### config.mk
export PLATFORM = sky130hd
export DESIGN_NAME = bcm_period_calc
export DESIGN_NICKNAME = d
export VERILOG_FILES = /design/src/rtl/bcm_period_pkg.sv /design/src/rtl/bcm_mul.sv /design/src/rtl/bcm_div_step.sv /design/src/rtl/bcm_round_clamp.sv /design/src/rtl/bcm_period_calc.sv
export SDC_FILE = /design/constraint.sdc
export NUM_CORES = 1
export LEC_CHECK = 0
export BUFFER_PORTS_ARGS = -buffer_cell sky130_fd_sc_hd__buf_2
export CELL_PAD_IN_SITES_DETAIL_PLACEMENT = 0
export CELL_PAD_IN_SITES_GLOBAL_PLACEMENT = 1
export CORE_ASPECT_RATIO = 0.5
export CORE_MARGIN = 2
export CORE_UTILIZATION = 53
export CTS_BUF_LIST = sky130_fd_sc_hd__clkbuf_4 sky130_fd_sc_hd__clkbuf_8
export DETAILED_ROUTE_END_ITERATION = 8
export PLACE_DENSITY = 0.95
export SLEW_MARGIN = 40
export SYNTH_ARGS = -nofsm -noshare
export SYNTH_HDL_FRONTEND = slang
export SYNTH_SLANG_ARGS = --single-unit
export TNS_END_PERCENT = 100
### constraint.sdc
create_clock -name clk -period 23.9 [get_ports clk]
set_input_delay 5.975 -clock clk [delete_from_list [all_inputs] [get_ports clk]]
set_output_delay 5.975 -clock clk [all_outputs]
set_load 0.03 [all_outputs]
### src/rtl/bcm_period_pkg.sv
`timescale 1ns/1ps
package bcm_period_pkg;

    typedef enum logic [1:0] {
        MODE_VALLEY = 2'b00,
        MODE_PEAK   = 2'b01,
        MODE_AVG    = 2'b10,
        MODE_AVG2   = 2'b11
    } smp_mode_e;

    typedef enum logic [2:0] {
        ST_IDLE  = 3'd0,
        ST_LOAD  = 3'd1,
        ST_ACC   = 3'd2,
        ST_DIV   = 3'd3,
        ST_ROUND = 3'd4
    } calc_state_e;

endpackage

### src/rtl/bcm_mul.sv
`timescale 1ns/1ps
module bcm_mul #(
    parameter int A_W = 12,
    parameter int B_W = 12
) (
    input  logic [A_W-1:0]     a,
    input  logic [B_W-1:0]     b,
    output logic [A_W+B_W-1:0] p
);
    localparam int P_W = A_W + B_W;

    always_comb begin
        p = P_W'(a) * P_W'(b);
    end
endmodule

### src/rtl/bcm_div_step.sv
`timescale 1ns/1ps
module bcm_div_step #(
    parameter int W = 12
) (
    input  logic [W-1:0] rem_i,
    input  logic         bit_i,
    input  logic [W-1:0] div_i,
    output logic [W-1:0] rem_o,
    output logic         q_o
);
    logic [W:0] trial;
    logic [W:0] sub;

    always_comb begin
        trial = {rem_i, bit_i};
        sub   = trial - {1'b0, div_i};
        q_o   = (trial >= {1'b0, div_i});
        rem_o = q_o ? sub[W-1:0] : trial[W-1:0];
    end
endmodule

### src/rtl/bcm_round_clamp.sv
`timescale 1ns/1ps
module bcm_round_clamp #(
    parameter int Q_W   = 26,
    parameter int TON_W = 12,
    parameter int OUT_W = 12,
    parameter int P_MIN = 1000,
    parameter int P_MAX = 4000
) (
    input  logic [Q_W-1:0]   quo,
    input  logic [TON_W-1:0] ton,
    output logic [OUT_W-1:0] cnt
);
    localparam int S_W = ((Q_W > TON_W) ? Q_W : TON_W) + 2;

    logic [S_W-1:0] half;
    logic [S_W-1:0] total;

    always_comb begin
        half  = (S_W'(quo) + S_W'(1)) >> 1;
        total = half + S_W'(ton);
        if (total < S_W'(P_MIN)) begin
            cnt = OUT_W'(P_MIN);
        end else if (total > S_W'(P_MAX)) begin
            cnt = OUT_W'(P_MAX);
        end else begin
            cnt = total[OUT_W-1:0];
        end
    end
endmodule

### src/rtl/bcm_period_calc.sv
`timescale 1ns/1ps
module bcm_period_calc
    import bcm_period_pkg::*;
#(
    parameter int V_W   = 12,
    parameter int I_W   = 12,
    parameter int L_W   = 12,
    parameter int TON_W = 12,
    parameter int OUT_W = 12,
    parameter int P_MIN = 1000,
    parameter int P_MAX = 4000
) (
    input  logic             clk,
    input  logic             rst_n,
    input  logic             start,
    input  logic [1:0]       mode,
    input  logic [V_W-1:0]   vin_smp,
    input  logic [V_W-1:0]   vout_smp,
    input  logic [I_W-1:0]   il_smp,
    input  logic [TON_W-1:0] ton_cmd,
    input  logic [L_W-1:0]   l_nom,
    output logic [OUT_W-1:0] period,
    output logic             done,
    output logic             sat
);
    localparam int MUL_A_W = (L_W > TON_W) ? L_W : TON_W;
    localparam int MUL_B_W = (I_W > V_W) ? I_W : V_W;
    localparam int P_W     = MUL_A_W + MUL_B_W;
    localparam int NUM_W   = P_W + 2;
    localparam int CNT_W   = $clog2(NUM_W + 1);

    typedef struct packed {
        calc_state_e      state;
        smp_mode_e        mode;
        logic [V_W-1:0]   vin;
        logic [V_W-1:0]   vout;
        logic [I_W-1:0]   il;
        logic [TON_W-1:0] ton;
        logic [L_W-1:0]   lnom;
        logic [NUM_W-1:0] num;
        logic [V_W-1:0]   rem;
        logic [CNT_W-1:0] cnt;
        logic [OUT_W-1:0] period;
        logic             done;
        logic             sat;
    } calc_regs_t;

    calc_regs_t r_q, r_d;

    logic [MUL_A_W-1:0] mul_a;
    logic [MUL_B_W-1:0] mul_b;
    logic [P_W-1:0]     prod;
    logic [V_W:0]       vdiff;
    logic               vdiff_ok;
    logic [NUM_W-1:0]   ton_term;
    logic [V_W-1:0]     step_rem;
    logic               step_q;
    logic [OUT_W-1:0]   rounded;

    bcm_mul #(.A_W(MUL_A_W), .B_W(MUL_B_W)) u_mul (
        .a (mul_a),
        .b (mul_b),
        .p (prod)
    );

    bcm_div_step #(.W(V_W)) u_step (
        .rem_i (r_q.rem),
        .bit_i (r_q.num[NUM_W-1]),
        .div_i (vdiff[V_W-1:0]),
        .rem_o (step_rem),
        .q_o   (step_q)
    );

    bcm_round_clamp #(
        .Q_W   (NUM_W),
        .TON_W (TON_W),
        .OUT_W (OUT_W),
        .P_MIN (P_MIN),
        .P_MAX (P_MAX)
    ) u_rc (
        .quo (r_q.num),
        .ton (r_q.ton),
        .cnt (rounded)
    );

    always_comb begin
        vdiff    = {1'b0, r_q.vout} - {1'b0, r_q.vin};
        vdiff_ok = !vdiff[V_W] && (vdiff != '0);

        mul_a = '0;
        mul_b = '0;
        if (r_q.state == ST_LOAD) begin
            mul_a = MUL_A_W'(r_q.lnom);
            mul_b = MUL_B_W'(r_q.il);
        end else if (r_q.state == ST_ACC) begin
            mul_a = MUL_A_W'(r_q.ton);
            mul_b = MUL_B_W'(r_q.vin);
        end

        case (r_q.mode)
            MODE_VALLEY: ton_term = NUM_W'(prod) << 1;
            MODE_PEAK:   ton_term = '0;
            default:     ton_term = NUM_W'(prod);
        endcase
    end

    always_comb begin
        r_d      = r_q;
        r_d.done = 1'b0;
        r_d.sat  = 1'b0;
        case (r_q.state)
            ST_IDLE: begin
                if (start) begin
                    r_d.mode  = smp_mode_e'(mode);
                    r_d.vin   = vin_smp;
                    r_d.vout  = vout_smp;
                    r_d.il    = il_smp;
                    r_d.ton   = ton_cmd;
                    r_d.lnom  = l_nom;
                    r_d.state = ST_LOAD;
                end
            end
            ST_LOAD: begin
                if (!vdiff_ok) begin
                    r_d.period = OUT_W'(P_MAX);
                    r_d.done   = 1'b1;
                    r_d.sat    = 1'b1;
                    r_d.state  = ST_IDLE;
                end else begin
                    r_d.num   = NUM_W'(prod) << 1;
                    r_d.state = ST_ACC;
                end
            end
            ST_ACC: begin
                r_d.num   = r_q.num + ton_term;
                r_d.rem   = '0;
                r_d.cnt   = CNT_W'(NUM_W);
                r_d.state = ST_DIV;
            end
            ST_DIV: begin
                r_d.rem = step_rem;
                r_d.num = {r_q.num[NUM_W-2:0], step_q};
                r_d.cnt = r_q.cnt - CNT_W'(1);
                if (r_q.cnt == CNT_W'(1)) begin
                    r_d.state = ST_ROUND;
                end
            end
            ST_ROUND: begin
                r_d.period = rounded;
                r_d.done   = 1'b1;
                r_d.state  = ST_IDLE;
            end
            default: r_d.state = ST_IDLE;
        endcase
    end

    always_ff @(posedge clk or negedge rst_n) begin
        if (!rst_n) begin
            r_q        <= '0;
            r_q.state  <= ST_IDLE;
            r_q.mode   <= MODE_VALLEY;
            r_q.period <= OUT_W'(P_MAX);
        end else begin
            r_q <= r_d;
        end
    end

    assign period = r_q.period;
    assign done   = r_q.done;
    assign sat    = r_q.sat;

endmodule

; Word level (Yosys, flattened, before mapping)
; Index checks and enable logic that the tools add are counted.
[totals]
wordCells = 63
register_bits = 122
in_bits = 65
output_inout_bits = 14
[classes]
n_addsub = 6
multipliers = 1
magnitude_cmp = 3
reduce_logical = 12
muxes = 18
n_eq_ne = 10
[op_table]
columns = cell, count
row1 = 12-bit 2-to-1 mux, 7
row2 = 26-bit one-hot mux with 3 select lines, 1
row3 = 65-bit 2-to-1 mux, 1
row4 = 25-bit one-hot mux with 2 select lines, 1
row5 = 17-bit one-hot mux with 2 select lines, 1
row6 = 27-bit by 12-bit adder with 28-bit output, 1
row7 = 28-bit by 12-bit greater-than comparator with 1-bit output (second input constant), 1
row8 = 28-bit by 10-bit less-than comparator with 1-bit output (second input constant), 1
row9 = 26-bit by 1-bit adder with 27-bit output (second input constant), 1
row10 = 26-bit adder, 1
row11 = 26-bit 2-to-1 mux, 1
row12 = 13-bit one-hot mux with 2 select lines, 1
row13 = 12-bit by 12-bit multiplier with 24-bit output, 1
row14 = 14-bit 2-to-1 mux, 1
row15 = 13-bit by 12-bit >= comparator with 1-bit output, 1
row16 = 13-bit nonzero test, 1
row17 = 12-bit by 12-bit subtractor with 13-bit output, 1
row18 = 3-bit one-hot mux with 4 select lines, 1
row19 = 12-bit subtractor, 1
row20 = 2-bit inequality test (second input constant), 4
row21 = 2-bit AND reduction, 4
row22 = 3-bit by 2-bit equality test with 1-bit output (second input constant), 2
row23 = 5-bit by 1-bit equality test with 1-bit output (second input constant), 1
row24 = 5-bit by 1-bit subtractor with 5-bit output (second input constant), 1
row25 = 12 further kinds, 13

; Depth between registers and ports, before layout
[logic_depth]
word_depth = 7
depth_mapped = 36
depth_no_buf = 33

; Hierarchy
; A second synthesis with hierarchy kept.
[hier_totals]
hier_cells = 1647
hier_area_um2 = 14455.1
[modules_own_cells]
columns = module, seq_area_each_um2, cells_each, instances, area_per_inst_um2
row1 = bcm_period_calc, 3060.4, 731, 1, 7299.5
row2 = bcm_mul, 0.0, 584, 1, 4780.8
row3 = bcm_round_clamp, 0.0, 224, 1, 1519.0
row4 = bcm_div_step, 0.0, 108, 1, 855.8

; Least setup slack after synthesis
; No wires, ideal clock.
[synth_timing]
kind = flip-flop to flip-flop
from = register r_q[119] in the netlist's numbering
to = register r_q[56] in the netlist's numbering
path_stages_with_launch = 37
path_buffers = 4
period_less_slack_ns = 8.351
slack_ns = 15.549
required_time_ns = 23.776
arrival_ns = 8.227
setup_time_ns = 0.124
cell_sequence = dfrtp_1 clkbuf_1 and3_1 clkbuf_1 clkbuf_1 buf_1 nand2_1 o21ai_1 nand2_1 fa_1 inv_1 fa_1 inv_1 fa_1 inv_1 fa_1 inv_1 fa_1 inv_1 ha_1 or2_2 a21oi_1 o31ai_1 a21o_1 a21oi_1 xnor2_1 a22o_1 ha_1 a21o_1 a21oi_1 nand2b_1 o31ai_1 o21ai_0 or4_1 a31oi_1 o31ai_1 o21bai_1
[synth_between]
elab_chain_len = 7
elab_cells_between_ends = 14
cone_classes = add/sub: 1 / mul: 1 / eq/ne: 4 / mux: 6 / reduce/logical: 2
[synth_lines]
columns = element, line
row1 = start: declaration, bcm_period_calc.sv:48  ; calc_regs_t r_q, r_d;
row2 = start signal: assignment, bcm_period_calc.sv:164  ; r_q <= r_d;
row3 = 3-bit by 2-bit equality test with 1-bit output, "bcm_period_calc.sv:95, bcm_period_calc.sv:111"
row4 = 12-bit 2-to-1 mux, bcm_period_calc.sv:95  ; end else if (r_q.state == ST_ACC) begin
row5 = 12-bit 2-to-1 mux, bcm_period_calc.sv:92  ; if (r_q.state == ST_LOAD) begin
row6 = 12-bit by 12-bit multiplier with 24-bit output, bcm_mul.sv:13  ; p = P_W'(a) * P_W'(b);
row7 = 25-bit one-hot mux with 2 select lines, bcm_period_calc.sv:100  ; case (r_q.mode)
row8 = 26-bit adder, bcm_period_calc.sv:135  ; r_d.num = r_q.num + ton_term;
row9 = 26-bit one-hot mux with 3 select lines, bcm_period_calc.sv:111  ; case (r_q.state)
; Parallel ways exist; a longest one is shown, timed or not.
; A chain may end at the register's enable or synchronous reset.

; Final worst setup path
; Ends and elaborated chain as after synthesis.

==> results.md <==
* RD Place Congestion at 0.937
* Slew of the pin with the lowest slew margin at 0.925 ns
* Post-synth top area share at 20.1%
* Antenna fix cells at 0
* Largest net degree at the start of global routing at 63
* Finished layout cell area at 15400 sq um
* Data required, critical path at 24.29 ns
* Top-level port count at 79
* Final design utilization at 58.0%
* Yosys warnings at 0
* Met2 track demand over resource at 42.7%
* Placed wire-length estimate after detailed placement at 29.8 mm
* Routed Wire Length at 38.3 mm
* TritonCTS clock tree: built
* Cell Area, Synth at 14400 sq um
* Combinational group share of total power at 69.3%
* Leak at 7.13 nW
* Number of synthesized register bits at 122
* Number of synthesized flops with an enable pin at 0
* Number of placement rows at 42
* Effective utilization at floorplan at 54.3%
* Total count of max-transition violations in the final report at 0
* Number of I/O port buffers at 78
* Beginning of the worst register-to-register path: r_q[119]$_DFFE_PN0P_
* Endpoint type of the worst setup path: flop
* Total DRC errors in the routed layout at 0
* Number of filler instances in the final layout at 2408
* Clock slew seen by the registers of the worst setup and hold paths at 0.08 ns
* Relative max-transition margin at 38.4%
* Post-detailed-route wirelength per cell at 18.5 microns
* Horizontal die dimension at 237 microns
* Area of the placeable core at 26600 sq um
* Violation count after the first detailed-route iteration at 1160
* Final Hold Slack at 0.518 ns
* H-tree depth reported by CTS at 4
* Part of the total power dissipated in sequential elements at 22.0%
* Final setup violation count at 0
* Met1 Track Usage GR at 38.6%
* Total congestion overflow at 0
* Outcome: complete, no violations
* Avg Cell Area, Syn at 8.58 sq um
* Cells resized by post-CTS repair at 0
* Leading register cell type out of synthesis: sky130_fd_sc_hd__dfrtp_1
* Worst R2R Setup Slack at 14.38 ns
* Tmin final at 9.52 ns
* Maximum fanout encountered on the critical timing path at 62
* Most common cell in the netlist: sky130_fd_sc_hd__nand2_1
* Met3 routing resource usage after global routing at 7.05%
* Number of nets with antenna violations after routing at 0
* Area enclosed by the die boundary at 28600 sq um
* Worst setup SP type: flop
* Ranking of synthesized cells by instance count: sky130_fd_sc_hd__nand2_1, sky130_fd_sc_hd__inv_1, sky130_fd_sc_hd__ha_1, sky130_fd_sc_hd__dfrtp_1, sky130_fd_sc_hd__o21ai_0
* Syn-to-layout area delta at 6.89%
* Number of buffers created by CTS at 17
* Arrival time worst endpoint at 9.91 ns
* Worst min-delay path startpoint: r_q[86]$_DFFE_PN0P_
* Number of violations of the max-capacitance limit at 0
* Area occupied by multi-input gates at 10300 sq um
* Clock latency reported for the late side of the worst-skew pair at 0.51 ns
* Internal power component at 0.999 mW
* Switching Fraction at 52.4%
* Worst hold path type: reg -> reg
* Post-Syn Nets at 1977
* Synth async-reset ratio at 100%
* Cells taking the most area after synthesis: sky130_fd_sc_hd__dfrtp_1, sky130_fd_sc_hd__fa_1, sky130_fd_sc_hd__ha_1, sky130_fd_sc_hd__nand2_1, sky130_fd_sc_hd__inv_1
* Number of nets in the finished design at 2000
* Peak per-stage delay on the critical path at 0.73 ns
* Overall die height at 121 microns
* Number of clock sinks at 122
* Area taken by flip-flops and latches at 3060 sq um
* Reg-to-reg critical path endpoint: r_q[56]$_DFFE_PN0P_
* Net load switching power at 1.10 mW
* Largest voltage drop on the vdd net at 130 uV
* Hold Buf Count CTS at 0
* Vias per cell at 6.03
* Cell type with the highest aggregate area in the netlist: sky130_fd_sc_hd__dfrtp_1
* Number of hold violations in the final report at 0
* Hold-critical path endpoint: r_q[86]$_DFFE_PN0P_
* RSZ-0062 raised after global routing: no
* Number of buffers between clock root and the deepest sink at 2
* Length in cells of the worst reg-to-reg path at 32
* Areal power density over the cells at 136 nW/um^2
* Overall routing resource usage at 27.6%
* Part of the power in the clock network at 8.7%
* GRT busiest layer: met2
* Standard cell with the maximum stage delay on the critical path: sky130_fd_sc_hd__o21ai_1
* Number of antenna violations at the first check in global routing at 0
* Sequential element share of the synthesized area at 21.2%
* Final cycle utilization of the critical path at 39.8%
* Detailed-routing iteration count for the pre-antenna-repair pass at 6
* Number of instances on the worst hold path at 1
* Routed vias at 12500
* Area of placed instances at 15000 sq um
* Clk_skew at 0.0216 ns
* Clock root buffer: sky130_fd_sc_hd__clkbuf_8
* Postcts setup bufs at 0
* Number of unique standard cell types used by synthesis at 83
* First-pass GRT wire length at 62.2 mm
* Fraction of layout cells with a size suffix above 1 at 12.5%
* Synthesized instance count at 1681
* Critical path type: reg -> reg
* Post-Route Setup TNS at 0 ns
* Number of global-route vias before repair at 12000
* Peak clock frequency supported by timing at 0.105 GHz
[area by class of cell]
cell class              instances  area share (%)
well taps                     352            2.86
inverters                     180            4.38
flip-flops and latches        122            19.9
multi-input cells            1291            67.1
clock inverters                13           0.779
clock buffers                  18            1.61
repair buffers                 92            3.42
[per-stage QoR]
stage | total power, mW | setup slack (ns) | std cells
finish | 2.10 | 14.38 | 2068
floorplan | 1.54 | 15.55 | 1681
global route | 2.29 | 13.96 | 2068
global placement | 1.87 | 14.18 | 2034
CTS | 2.08 | 14.29 | 2067
detailed placement | 1.89 | 14.31 | 2036
[placed cells by master, fill, tap and decap left out, types with 18 or more instances in the layout]
cell type and n:
sky130_fd_sc_hd__o211ai_1 24, sky130_fd_sc_hd__dfrtp_1 115, sky130_fd_sc_hd__nand2_1 207, sky130_fd_sc_hd__xor2_1 32
sky130_fd_sc_hd__nor2_1 95, sky130_fd_sc_hd__clkbuf_8 18, sky130_fd_sc_hd__mux2_2 52, sky130_fd_sc_hd__and2_1 22
sky130_fd_sc_hd__a21oi_1 68, sky130_fd_sc_hd__nand4_1 19, sky130_fd_sc_hd__ha_1 127, sky130_fd_sc_hd__nor3_1 30
sky130_fd_sc_hd__buf_2 78, sky130_fd_sc_hd__o21ai_0 110, sky130_fd_sc_hd__nand3_1 27, sky130_fd_sc_hd__xnor2_1 44
sky130_fd_sc_hd__inv_1 180, sky130_fd_sc_hd__fa_1 104, sky130_fd_sc_hd__a22o_1 35
[power by group through the flow]
stage	registers (mW)	clock network [mW]	logic (mW)
after detailed placement	0.459	0	1.43
after global routing	0.472	0.195	1.63
final	0.462	0.183	1.45
after CTS	0.455	0.186	1.44
after global placement	0.457	0	1.41
after floorplan	0.379	0	1.16
[worst max-delay path by stage]
stage | start | cells past startpoint | slack, ns | to
5_1_grt | r_q[119]$_DFFE_PN0P_ | 32 | 13.96 | r_q[56]$_DFFE_PN0P_
3_5_place_dp | r_q[121]$_DFFE_PN0P_ | 33 | 14.31 | r_q[56]$_DFFE_PN0P_
6_report | r_q[119]$_DFFE_PN0P_ | 32 | 14.38 | r_q[56]$_DFFE_PN0P_
4_1_cts | r_q[121]$_DFFE_PN0P_ | 33 | 14.29 | r_q[56]$_DFFE_PN0P_
2_1_floorplan | r_q[119]$_DFFE_PN0P_ | 36 | 15.55 | r_q[56]$_DFFE_PN0P_
3_3_place_gp | r_q[121]$_DFFE_PN0P_ | 33 | 14.18 | r_q[56]$_DFFE_PN0P_
[critical path: cells and delay by family, from the launching register on]
kind	cells	cell delay, ns
adders and majority gates	7	3.22
and+or+nand+nor	5	1.71
xor gates and xnor gates	1	0.12
buffers and inverters	6	0.57
DFF	1	0.39
AOI/OAI and AO/OA	13	3.38
[layer usage]
layer	part of all wire, %	vias up
met3	8.7	72
met4	1.9	0
met2	43	460
met1	46	6004
li1	-	5935
met5	0	-
[sequential cells by signal (all words and copies together), names as in the netlist]
name	cells
period	12
r_q	108
sat	1
done	1
[logic make-up (layout without fill, tap and decap cells)]
| kind of cell | count (synthesis) | count (layout) | share of synthesized area, % |
|---|---|---|---|
| simple gates | 495 | 495 | 16.4 |
| compound gates | 421 | 421 | 19.7 |
| buf+inv | 268 | 303 | 7.41 |
| fa+ha+maj | 231 | 231 | 25.4 |
| flops | 122 | 122 | 21.2 |
| xor+xnor | 76 | 76 | 4.61 |
| mux | 68 | 68 | 5.17 |
(Power assumes the default switching activity.)
